[config.mk]
export PLATFORM = sky130hd
export DESIGN_NAME = pkt_switch2x2
export DESIGN_NICKNAME = d
export VERILOG_FILES = /design/src/rtl/sw_pkg.sv /design/src/rtl/sw_fifo.sv /design/src/rtl/sw_arbiter.sv /design/src/rtl/sw_stat_counter.sv /design/src/rtl/pkt_switch2x2.sv
export SDC_FILE = /design/constraint.sdc
export NUM_CORES = 1
export LEC_CHECK = 0
export BUFFER_PORTS_ARGS = -buffer_cell sky130_fd_sc_hd__buf_2
export CELL_PAD_IN_SITES_DETAIL_PLACEMENT = 1
export CELL_PAD_IN_SITES_GLOBAL_PLACEMENT = 2
export CORE_MARGIN = 3
export CORE_UTILIZATION = 30
export DETAILED_ROUTE_END_ITERATION = 8
export PLACE_DENSITY = 0.51
export SLEW_MARGIN = 5
export SYNTH_ARGS = -nofsm -noshare
export SYNTH_HDL_FRONTEND = slang
export SYNTH_SLANG_ARGS = --single-unit
[constraint.sdc]
create_clock -name clk -period 3.5 [get_ports clk]
set_input_delay 0.175 -clock clk [delete_from_list [all_inputs] [get_ports clk]]
set_output_delay 0.175 -clock clk [all_outputs]
set_load 0.02 [all_outputs]
[src/rtl/sw_pkg.sv]
package sw_pkg;
  localparam int PKT_W    = 32;
  localparam int DEST_BIT = 0;
  localparam int CNT_BIT  = 1;
  typedef logic [PKT_W-1:0] pkt_t;
endpackage

[src/rtl/sw_fifo.sv]
module sw_fifo #(
  parameter int W     = 32,
  parameter int DEPTH = 4
) (
  input  logic         clk,
  input  logic         rst,
  input  logic         in_valid,
  output logic         in_ready,
  input  logic [W-1:0] in_data,
  output logic         out_valid,
  input  logic         out_ready,
  output logic [W-1:0] out_data
);
  localparam int AW = (DEPTH > 1) ? $clog2(DEPTH) : 1;
  localparam int CW = $clog2(DEPTH + 1);

  logic [W-1:0]  mem [DEPTH];
  logic [AW-1:0] rd_ptr, wr_ptr;
  logic [CW-1:0] used;
  logic          push, pop;

  assign in_ready  = (used != CW'(DEPTH));
  assign out_valid = (used != '0);
  assign out_data  = mem[rd_ptr];
  assign push      = in_valid && in_ready;
  assign pop       = out_valid && out_ready;

  always_ff @(posedge clk) begin
    if (rst) begin
      rd_ptr <= '0;
      wr_ptr <= '0;
      used   <= '0;
    end else begin
      if (push) begin
        mem[wr_ptr] <= in_data;
        wr_ptr <= (wr_ptr == AW'(DEPTH - 1)) ? '0 : wr_ptr + 1'b1;
      end
      if (pop) rd_ptr <= (rd_ptr == AW'(DEPTH - 1)) ? '0 : rd_ptr + 1'b1;
      used <= used + CW'(push) - CW'(pop);
    end
  end

  // occupancy stays within the configured depth
  a_r10_bound: assert property (@(posedge clk) disable iff (rst) used <= CW'(DEPTH));
  // a push into a full queue never lands (occupancy held or reduced)
  a_r8_no_overrun: assert property (@(posedge clk) disable iff (rst)
    (used == CW'(DEPTH) && !out_ready) |=> (used == CW'(DEPTH)));
endmodule

[src/rtl/sw_arbiter.sv]
module sw_arbiter #(
  parameter int PRIO = 0
) (
  input  logic       clk,
  input  logic       rst,
  input  logic [1:0] head_valid,
  input  logic [1:0] head_dest,
  input  logic [1:0] head_flag,
  input  logic [1:0] out_room,
  output logic [1:0] grant
);
  localparam int LOSE = 1 - PRIO;

  logic [1:0] want;
  logic       clash;

  always_comb begin
    for (int i = 0; i < 2; i++) want[i] = head_valid[i] && out_room[head_dest[i]];
    clash = want[0] && want[1] &&
            ((head_dest[0] == head_dest[1]) || (head_flag[0] && head_flag[1]));
    grant       = '0;
    grant[PRIO] = want[PRIO];
    grant[LOSE] = want[LOSE] && !clash;
  end

  // one push per output queue per clock
  a_r3_one_per_output: assert property (@(posedge clk) disable iff (rst)
    !(grant[0] && grant[1] && head_dest[0] == head_dest[1]));
  // one counter step per clock
  a_r4_one_count: assert property (@(posedge clk) disable iff (rst)
    !(grant[0] && grant[1] && head_flag[0] && head_flag[1]));
  // a grant needs a head and room at its target
  a_r5_grant_ok0: assert property (@(posedge clk) disable iff (rst)
    grant[0] |-> (head_valid[0] && out_room[head_dest[0]]));
  a_r5_grant_ok1: assert property (@(posedge clk) disable iff (rst)
    grant[1] |-> (head_valid[1] && out_room[head_dest[1]]));
  // independent heads both move
  a_r6_parallel: assert property (@(posedge clk) disable iff (rst)
    (head_valid == 2'b11 && out_room == 2'b11 && head_dest[0] != head_dest[1] &&
     !(head_flag[0] && head_flag[1])) |-> (grant == 2'b11));
  // priority input wins a shared output
  a_r7_winner: assert property (@(posedge clk) disable iff (rst)
    (head_valid == 2'b11 && head_dest[0] == head_dest[1] && out_room[head_dest[0]])
    |-> (grant[PRIO] && !grant[LOSE]));
endmodule

[src/rtl/sw_stat_counter.sv]
module sw_stat_counter #(
  parameter int W = 16
) (
  input  logic         clk,
  input  logic         rst,
  input  logic         inc,
  output logic [W-1:0] count
);
  always_ff @(posedge clk) begin
    if (rst)      count <= '0;
    else if (inc) count <= count + 1'b1;
  end

  // counter moves by exactly one with wrap when asked, else holds
  a_r2_step: assert property (@(posedge clk) disable iff (rst)
    inc |=> (count == $past(count) + 1'b1));
  a_r2_hold: assert property (@(posedge clk) disable iff (rst)
    !inc |=> $stable(count));
endmodule

[src/rtl/pkt_switch2x2.sv]
module pkt_switch2x2
  import sw_pkg::*;
#(
  parameter int DEPTH  = 4,
  parameter int CNT_W  = 16,
  parameter int PRIO   = 0
) (
  input  logic             clk,
  input  logic             rst,
  input  logic             in0_valid,
  output logic             in0_ready,
  input  logic [PKT_W-1:0] in0_data,
  input  logic             in1_valid,
  output logic             in1_ready,
  input  logic [PKT_W-1:0] in1_data,
  output logic             out0_valid,
  input  logic             out0_ready,
  output logic [PKT_W-1:0] out0_data,
  output logic             out1_valid,
  input  logic             out1_ready,
  output logic [PKT_W-1:0] out1_data,
  output logic [CNT_W-1:0] stat_count
);
  logic [1:0] src_valid, src_ready, dst_valid, dst_ready;
  pkt_t       src_data [2];
  pkt_t       dst_data [2];

  logic [1:0] hd_valid, hd_dest, hd_flag, grant;
  pkt_t       hd_data [2];

  logic [1:0] enq, room;
  pkt_t       enq_data [2];

  assign src_valid = {in1_valid, in0_valid};
  assign src_data[0] = in0_data;
  assign src_data[1] = in1_data;
  assign in0_ready = src_ready[0];
  assign in1_ready = src_ready[1];
  assign dst_ready = {out1_ready, out0_ready};
  assign out0_valid = dst_valid[0];
  assign out1_valid = dst_valid[1];
  assign out0_data  = dst_data[0];
  assign out1_data  = dst_data[1];

  for (genvar i = 0; i < 2; i++) begin : g_in
    sw_fifo #(.W(PKT_W), .DEPTH(DEPTH)) u_q (
      .clk(clk), .rst(rst),
      .in_valid(src_valid[i]), .in_ready(src_ready[i]), .in_data(src_data[i]),
      .out_valid(hd_valid[i]), .out_ready(grant[i]), .out_data(hd_data[i]));
    assign hd_dest[i] = hd_data[i][DEST_BIT];
    assign hd_flag[i] = hd_data[i][CNT_BIT];
  end

  sw_arbiter #(.PRIO(PRIO)) u_arb (
    .clk(clk), .rst(rst), .head_valid(hd_valid), .head_dest(hd_dest),
    .head_flag(hd_flag), .out_room(room), .grant(grant));

  for (genvar o = 0; o < 2; o++) begin : g_out
    logic from0, from1;
    assign from0       = grant[0] && (hd_dest[0] == 1'(o));
    assign from1       = grant[1] && (hd_dest[1] == 1'(o));
    assign enq[o]      = from0 || from1;
    assign enq_data[o] = from0 ? hd_data[0] : hd_data[1];
    sw_fifo #(.W(PKT_W), .DEPTH(DEPTH)) u_q (
      .clk(clk), .rst(rst),
      .in_valid(enq[o]), .in_ready(room[o]), .in_data(enq_data[o]),
      .out_valid(dst_valid[o]), .out_ready(dst_ready[o]), .out_data(dst_data[o]));
  end

  sw_stat_counter #(.W(CNT_W)) u_cnt (
    .clk(clk), .rst(rst), .inc(|(grant & hd_flag)), .count(stat_count));

  // each output carries only packets with its own destination bit
  a_r1_route0: assert property (@(posedge clk) disable iff (rst)
    out0_valid |-> (out0_data[DEST_BIT] == 1'b0));
  a_r1_route1: assert property (@(posedge clk) disable iff (rst)
    out1_valid |-> (out1_data[DEST_BIT] == 1'b1));
  // a popped input head always lands in its target output queue
  a_r5_atomic: assert property (@(posedge clk) disable iff (rst)
    (grant[0] && !grant[1]) |-> $onehot(enq));
endmodule

==> run summary, run 1 <==
Critical path class - flip-flop to flip-flop
Global-route wire length before repair - 84500 um
Switching component of the power - 6.84 mW
Comb power frac - 28.5%
Final Total Pwr - 22.1 mW
Syn Nets - 1161
Clock Latency Late Sink - 600 ps
Number of enable-type register cells in the synthesized netlist - 512
DRC violation count after routing - 0
Number of pins exceeding their max-slew limit in the final report - 0
Number of sinks driven by the clock tree - 564
Synth cell types - 43
Cell area after synthesis - 21900 um2
Number of buffers added on ports - 153
First drt pass iteration count - 4
Area grow syn2layout - 23.1%
Design area - 27000 um2
Number of placed instances with taps included - 2164
Run status - finished clean
Normalized max-slew margin - 29.0%
Capturing point of the worst reg2reg path - g_in[1].u_q.used[2]$_SDFF_PP0_
Worst Hold Slack - 54.2 ps
TritonCTS clock tree - built
Clock Tree Root - sky130_fd_sc_hd__clkbuf_16
RSZ-0062 raised after global routing - false
Critical path capture point type - flip-flop
Tcrit/Tclk final - 88.0%
Count of buffers added by post-CTS timing repair for setup - 0
Hold WC Path Type - input port to flip-flop
Starting utilization of the core area - 30.5%
Setup Viol. Count Final - 0
Worst endpoint required time - 3960 ps
Core Box Area - 71900 um2
Placement-stage cell area - 24200 um2
Overall routed net length - 57400 um
Number of primary I/O pins - 154
Switching share of power - 31.0%
Maximum count of clock buffers along a single path - 3
Sum Neg Setup Slack - 0 ps
Most used flip-flop cell after synthesis - sky130_fd_sc_hd__edfxtp_1
Fmax - 0.325 GHz
CTS H-Tree Depth - 3
Slew at the pin with the worst max-slew slack - 1070 ps
Leakage power of the design - 8.96 nW
XOR/XNOR share of the synthesized area - 0.400%
YS warnings - 0
Seq cells post-synth - 564
Layout cells sized above 1 - 36.7%
Largest net degree at the start of global routing - 34
Overall die width - 276 um
Filler-free cell count of the finished design - 2349
Multiplexer area fraction after synthesis - 16.9%
Part of the total power dissipated in the clock network - 30.2%
Reg2reg start - g_in[0].u_q.mem[3][0]$_DFFE_PP_
Clock Pin Slew Worst Setup and Hold Paths - 60 ps
Sequential-to-total area share from yosys stat - 75.0%
Worst Setup Start Kind - flip-flop
Post-layout worst setup margin - 421 ps
Worst reg-to-reg setup slack - 420 ps
Via count of the first global-routing pass - 12100
R2r worst-path depth - 11
Routed wire per std cell - 24.4 um
Placer's final routability congestion estimate - 0.692
Fraction of the mapped netlist area in adder cells - 1.97%
Count of nets after finishing - 1451
Maximum vdd drop - 0.000330 V
Share of async-settable or async-resettable flops after synthesis - 0%
Chip height - 276 um
Final Hold Fails - 0
Worst-path fanout max - 6
Average instance area after synthesis - 20.7 um2
Number of rows in the core area - 98
Top-area cell type share of the netlist area - 70.2%
Global router's overall resource usage - 15.2%
Power density relative to cell area - 819 nW/um2
Area share of and/or/nand/nor cells after synthesis - 3.14%
Largest family of logic cells by synthesized area - multiplexers
Post-detailed-route via-to-cell ratio - 4.68
Post-Syn Instances - 1059
Post-route clock skew - 25.1 ps
Fraction of the mapped netlist area in compound gates - 1.25%
Total of max-cap violations - 0
Violation count after the first detailed-route iteration - 717
Largest cells by area after synthesis - sky130_fd_sc_hd__edfxtp_1 (70%), sky130_fd_sc_hd__mux4_2 (13%), sky130_fd_sc_hd__dfxtp_1 (4.8%)
Place WS - 388 ps
Origin of the worst setup path - g_in[0].u_q.mem[3][0]$_DFFE_PP_
Post-DP HPWL - 36800 um
Share of the core filled with cells - 37.5%
Post-layout minimum cycle time - 3080 ps
Inserted Clock Buffers - 67
Antenna fix cells - 0
Data arrival time of the critical path - 3540 ps
Cell accounting for the most synthesized area - sky130_fd_sc_hd__edfxtp_1
Overall overflow remaining after global route - 0
CP endpoint - g_in[1].u_q.used[2]$_SDFF_PP0_
Final antenna-violating net count - 0
Die Outline Area - 76300 um2
Total number of vias - 11000
Int Pwr - 15.2 mW
Number of antenna violations at the first check in global routing - 1
Portion of total power attributed to sequential cells - 41.3%
cell usage after synthesis (10+ instances only):
cell type,instances
sky130_fd_sc_hd__edfxtp_1,512
sky130_fd_sc_hd__a21oi_1,23
sky130_fd_sc_hd__and2_1,17
sky130_fd_sc_hd__buf_1,14
sky130_fd_sc_hd__nand2_1,30
sky130_fd_sc_hd__or3_1,10
sky130_fd_sc_hd__ha_1,28
sky130_fd_sc_hd__inv_1,31
sky130_fd_sc_hd__dfxtp_1,52
sky130_fd_sc_hd__nor2_1,30
sky130_fd_sc_hd__clkbuf_1,25
sky130_fd_sc_hd__mux2_2,64
sky130_fd_sc_hd__nor2b_1,11
sky130_fd_sc_hd__mux4_2,128
repair_timing:
action,in CTS,in global routing
hold buffers,66,0
endpoints found under the hold margin,259,0
resized for setup,0,0
registers in the layout, summed over array words and instances (netlist names), named ones only:
name / cells
g_in.u_q.mem: 256
g_out.u_q.used: 6
u_cnt.count: 16
g_in.u_q.rd_ptr: 4
g_in.u_q.used: 6
g_out.u_q.wr_ptr: 4
g_out.u_q.rd_ptr: 4
g_in.u_q.wr_ptr: 4
g_out.u_q.mem: 256
critical path: stages (launching register included):
cell,delay (ps)
sky130_fd_sc_hd__edfxtp_1,390
sky130_fd_sc_hd__mux4_2,600
sky130_fd_sc_hd__nor3_4,250
sky130_fd_sc_hd__nor2b_1,90
sky130_fd_sc_hd__o21ai_1,400
sky130_fd_sc_hd__or2_2,220
sky130_fd_sc_hd__nand2_1,60
sky130_fd_sc_hd__ha_1,190
sky130_fd_sc_hd__fa_1,380
sky130_fd_sc_hd__xnor2_1,180
sky130_fd_sc_hd__xnor2_1,140
sky130_fd_sc_hd__nor2_1,60
metal layers:
| layer | up-vias | routed length, um | track usage [%] |
|---|---|---|---|
| met4 | 0 | 923 | 3.91 |
| met3 | 70 | 1940 | 2.56 |
| met1 | 5852 | 26200 | 20.6 |
| li1 | 4876 | - | - |
| met2 | 202 | 28300 | 25.3 |
| met5 | - | 0 | 0 |
layout by cell type, fill, tap and decap left out, types with 10 or more instances in the layout:
| cell | instances |
|---|---|
| sky130_fd_sc_hd__or3_1 | 10 |
| sky130_fd_sc_hd__nor2_1 | 30 |
| sky130_fd_sc_hd__inv_1 | 31 |
| sky130_fd_sc_hd__edfxtp_1 | 512 |
| sky130_fd_sc_hd__ha_1 | 28 |
| sky130_fd_sc_hd__nand2_1 | 30 |
| sky130_fd_sc_hd__mux2_2 | 64 |
| sky130_fd_sc_hd__buf_2 | 153 |
| sky130_fd_sc_hd__mux4_2 | 128 |
| sky130_fd_sc_hd__clkbuf_1 | 18 |
| sky130_fd_sc_hd__dlygate4sd3_1 | 66 |
| sky130_fd_sc_hd__dfxtp_1 | 44 |
| sky130_fd_sc_hd__and2_2 | 16 |
| sky130_fd_sc_hd__clkbuf_16 | 70 |
| sky130_fd_sc_hd__buf_12 | 13 |
| sky130_fd_sc_hd__a21oi_1 | 23 |
| sky130_fd_sc_hd__clkinv_1 | 10 |
| sky130_fd_sc_hd__buf_4 | 32 |
| sky130_fd_sc_hd__nor2b_1 | 11 |
power by group through the flow:
stage	registers [mW]	clock network, mW	logic [mW]
6_report	9.12	6.67	6.30
5_1_grt	9.21	7.19	6.91
4_1_cts	9.14	6.91	6.54
3_5_place_dp	9.28	0	6.44
3_3_place_gp	9.24	0	6.38
2_1_floorplan	9.11	0	4.08
cells by family (layout without fill, tap and decap cells):
family,Yosys count,after routing
compound gates,45,45
xor+xnor,10,10
fa+ha+maj,32,32
buf+inv,74,414
flops,564,564
mux,201,201
simple gates,133,133
cell type report:
cell class	count	area, um2
timing repair buffer	264	1930
sequential	564	16400
tap	950	1190
clock inverter	29	254
fill	7064	44900
inverter	31	116
multi-input combinational	421	5200
clock buffer	90	1850
how the worst min path moves through the flow:
stage                 from                               to  slack [ps]  depth (start not counted)
2_1_floorplan  in0_data[0]  g_in[0].u_q.mem[0][0]$_DFFE_PP_         270                          0
3_3_place_gp   in0_data[1]  g_in[0].u_q.mem[2][1]$_DFFE_PP_         390                          1
3_5_place_dp   in1_data[4]  g_in[1].u_q.mem[3][4]$_DFFE_PP_         400                          1
4_1_cts         out1_ready                        flip-flop          20                          4
5_1_grt         out1_ready                        flip-flop          90                          4
6_report        out1_ready                        flip-flop          50                          4
Power figures use the tool's default switching activity.
==> inputs of run 2 (changes only) <==
ABC_AREA = 1   (was unset)
BUFFER_PORTS_ARGS = -buffer_cell sky130_fd_sc_hd__buf_4   (was -buffer_cell sky130_fd_sc_hd__buf_2)
PLACE_DENSITY = 0.56   (was 0.51)
==> run summary, run 2 <==
XOR/XNOR share of the synthesized area - 0.776%
Part of the total power dissipated in the clock network - 26.9%
Clock Tree Root - sky130_fd_sc_hd__clkbuf_16
Fraction of the mapped netlist area in compound gates - 11.3%
Share of async-settable or async-resettable flops after synthesis - 0%
Number of rows in the core area - 99
Syn Nets - 1889
Filler-free cell count of the finished design - 3021
Final Hold Fails - 0
Largest family of logic cells by synthesized area - compound AO/OA/AOI/OAI gates
Routed wire per std cell - 21.4 um
Antenna fix cells - 0
Critical path class - flip-flop to flip-flop
Int Pwr - 15.7 mW
Area grow syn2layout - 22.6%
Sum Neg Setup Slack - 0 ps
Highest-count cells in the layout ignoring fill and taps - sky130_fd_sc_hd__edfxtp_1 (512), sky130_fd_sc_hd__o21ai_0 (234), sky130_fd_sc_hd__nor2_1 (225), sky130_fd_sc_hd__nand2_1 (211), sky130_fd_sc_hd__buf_4 (194)
Seq cells post-synth - 564
Hold WC Path Type - input port to flip-flop
Worst reg-to-reg setup slack - 450 ps
Normalized max-slew margin - 29.3%
Overall die width - 280 um
Most common cell in the netlist - sky130_fd_sc_hd__edfxtp_1
First drt pass iteration count - 4
Run status - finished clean
Sequential-to-total area share from yosys stat - 72.7%
Worst Setup Start Kind - flip-flop
Critical-path cell list - inv_2 -> nand2_2 -> nand2_1 -> nand2_1 -> nand2_2 -> nand2_1 -> nand2_1 -> nor2_4 -> nand3_1 -> nand2_2 -> nand2_1 -> nor2_4 -> buf_4
Post-Syn Instances - 1787
Number of sinks driven by the clock tree - 564
Synth cell types - 35
Count of buffers added by post-CTS timing repair for setup - 0
Source of the worst hold timing path - rst
Switching share of power - 37.3%
Core Box Area - 73700 um2
YS warnings - 0
Cell accounting for the most synthesized area - sky130_fd_sc_hd__edfxtp_1
DRC violation count after routing - 0
Largest registers - g_in.u_q.mem: 256 flops, g_out.u_q.mem: 256 flops, u_cnt.count: 16 flops
Setup Viol. Count Final - 0
Average instance area after synthesis - 12.6 um2
Slew at the pin with the worst max-slew slack - 1050 ps
Starting utilization of the core area - 30.6%
Layout cells sized above 1 - 17.1%
Portion of total power attributed to sequential cells - 37.9%
Total number of vias - 14400
Global router's overall resource usage - 16.4%
Overall routed net length - 64700 um
Number of primary I/O pins - 154
Most used flip-flop cell after synthesis - sky130_fd_sc_hd__edfxtp_1
Worst Hold Slack - 29.0 ps
Post-detailed-route via-to-cell ratio - 4.78
Worst stage delay on the critical path - 620 ps
Share of the core filled with cells - 37.5%
Number of antenna violations at the first check in global routing - 0
Worst endpoint required time - 3720 ps
Placer's final routability congestion estimate - 0.727
Violation count after the first detailed-route iteration - 777
Power density relative to cell area - 907 nW/um2
RSZ-0062 raised after global routing - false
TritonCTS clock tree - built
Tcrit/Tclk final - 87.1%
Post-layout minimum cycle time - 3050 ps
Fmax - 0.328 GHz
Number of pins exceeding their max-slew limit in the final report - 0
Number of buffers added on ports - 153
CTS H-Tree Depth - 3
Overall overflow remaining after global route - 0
Cell at the slowest stage of the critical path - sky130_fd_sc_hd__dfxtp_2
Via count of the first global-routing pass - 14800
CP most frequent cell - sky130_fd_sc_hd__nand2_1
Die Outline Area - 78500 um2
# fillers - 7779
Data arrival time of the critical path - 3260 ps
Critical path capture point type - flip-flop
Multiplexer area fraction after synthesis - 0%
Final Total Pwr - 25.1 mW
Top-area cell type share of the netlist area - 68.1%
Area share of and/or/nand/nor cells after synthesis - 9.96%
Comb power frac - 35.2%
Worst-path fanout max - 32
Top cells by instance count after synthesis - sky130_fd_sc_hd__edfxtp_1 (512), sky130_fd_sc_hd__nor2_1 (241), sky130_fd_sc_hd__o21ai_0 (234), sky130_fd_sc_hd__nand2_1 (211), sky130_fd_sc_hd__o22ai_1 (94)
Post-DP HPWL - 42100 um
Number of enable-type register cells in the synthesized netlist - 512
Largest cells by area after synthesis - sky130_fd_sc_hd__edfxtp_1 (68%), sky130_fd_sc_hd__o21ai_0 (5.2%), sky130_fd_sc_hd__dfxtp_1 (4.6%)
Inserted Clock Buffers - 66
Global-route wire length before repair - 96200 um
Number of placed instances with taps included - 2843
Maximum count of clock buffers along a single path - 3
Clock Pin Slew Worst Setup and Hold Paths - 60 ps
Count of nets after finishing - 2120
Most common cell after layout, fill and taps aside - sky130_fd_sc_hd__edfxtp_1
Cell area after synthesis - 22600 um2
Leakage power of the design - 9.77 nW
Total of max-cap violations - 0
Chip height - 280 um
Clock Latency Late Sink - 590 ps
Final antenna-violating net count - 0
Switching component of the power - 9.37 mW
Largest net degree at the start of global routing - 65
Maximum vdd drop - 0.000397 V
Post-route clock skew - 28.3 ps
Fraction of the mapped netlist area in adder cells - 1.91%
==> run 2: cell types whose count changed in the layout (fill, tap and decap cells not counted), moves of 28 or more <==
cell                      before  now
sky130_fd_sc_hd__mux4_2      128    0
sky130_fd_sc_hd__nand3_1       8   40
sky130_fd_sc_hd__inv_1        31   81
sky130_fd_sc_hd__nor2_1       30  225
sky130_fd_sc_hd__o21ai_1       2   30
sky130_fd_sc_hd__a32o_1        0   30
sky130_fd_sc_hd__buf_4        32  194
sky130_fd_sc_hd__buf_2       153    0
sky130_fd_sc_hd__nand2_1      30  211
sky130_fd_sc_hd__mux2_2       64    0
sky130_fd_sc_hd__o22ai_1       1   94
sky130_fd_sc_hd__o21ai_0       5  234
==> run 2: timing repair <==
item	in CTS	in global routing
hold endpoints to repair	260	0
gates resized for setup	0	0
hold buffers	66	0
==> run 2: cells by family (layout without fill, tap and decap cells) <==
kind of cell / Yosys count / count (layout)
compound gates: 446 / 446
xor+xnor: 20 / 20
fa+ha+maj: 32 / 32
buf+inv: 186 / 461
flops: 564 / 564
simple gates: 539 / 539
==> run 2: per-stage QoR <==
step,area (um2),worst slack (ps)
after floorplan,22600,354
after global placement,24900,492
after detailed placement,24900,408
after CTS,27700,402
after global routing,27700,210
final,27700,452
==> run 2: final cells by class <==
class	count	area, um2	share of cell area (%)
Clock buffer	78	1760	6.36
Sequential cell	564	16400	59.4
Multi-Input combinational cell	1037	5490	19.8
Inverter	89	334	1.21
Tap cell	959	1200	4.34
Timing Repair Buffer	260	2120	7.65
Clock inverter	34	348	1.26
==> run 2: path summary, 6_finish.rpt <==
path,endpoint,depth (start not counted)
hold reg to reg,flip-flop,2
hold / removal,u_cnt.count[9]$_SDFFE_PP0P_,2
setup / recovery,g_out[0].u_q.mem[0][19]$_DFFE_PP_,13
setup reg to reg,g_out[0].u_q.mem[0][19]$_DFFE_PP_,13
==> run 2: worst max-delay path: cells and delay by family, from the launching register on <==
kind | cells | cell delay, ps
flops | 1 | 620
simple gates | 11 | 1330
buf+inv | 2 | 690
==> run 2: routing by layer <==
metal  vias to the layer above  GRT usage [%]  share of wire, %
met5                         -              0                 0
met4                         0           3.72               1.8
met3                        78           2.62               3.0
met2                       198           28.2                49
met1                      7253           22.0                46
li1                       6912              -                 -
==> run 2: power groups by stage <==
stage	Clock [mW]	Combinational, mW	Sequential, mW
2_1_floorplan	0	5.16	9.56
3_3_place_gp	0	8.90	9.66
3_5_place_dp	0	9.07	9.68
4_1_cts	6.96	9.16	9.54
5_1_grt	7.21	9.87	9.62
6_report	6.75	8.83	9.53
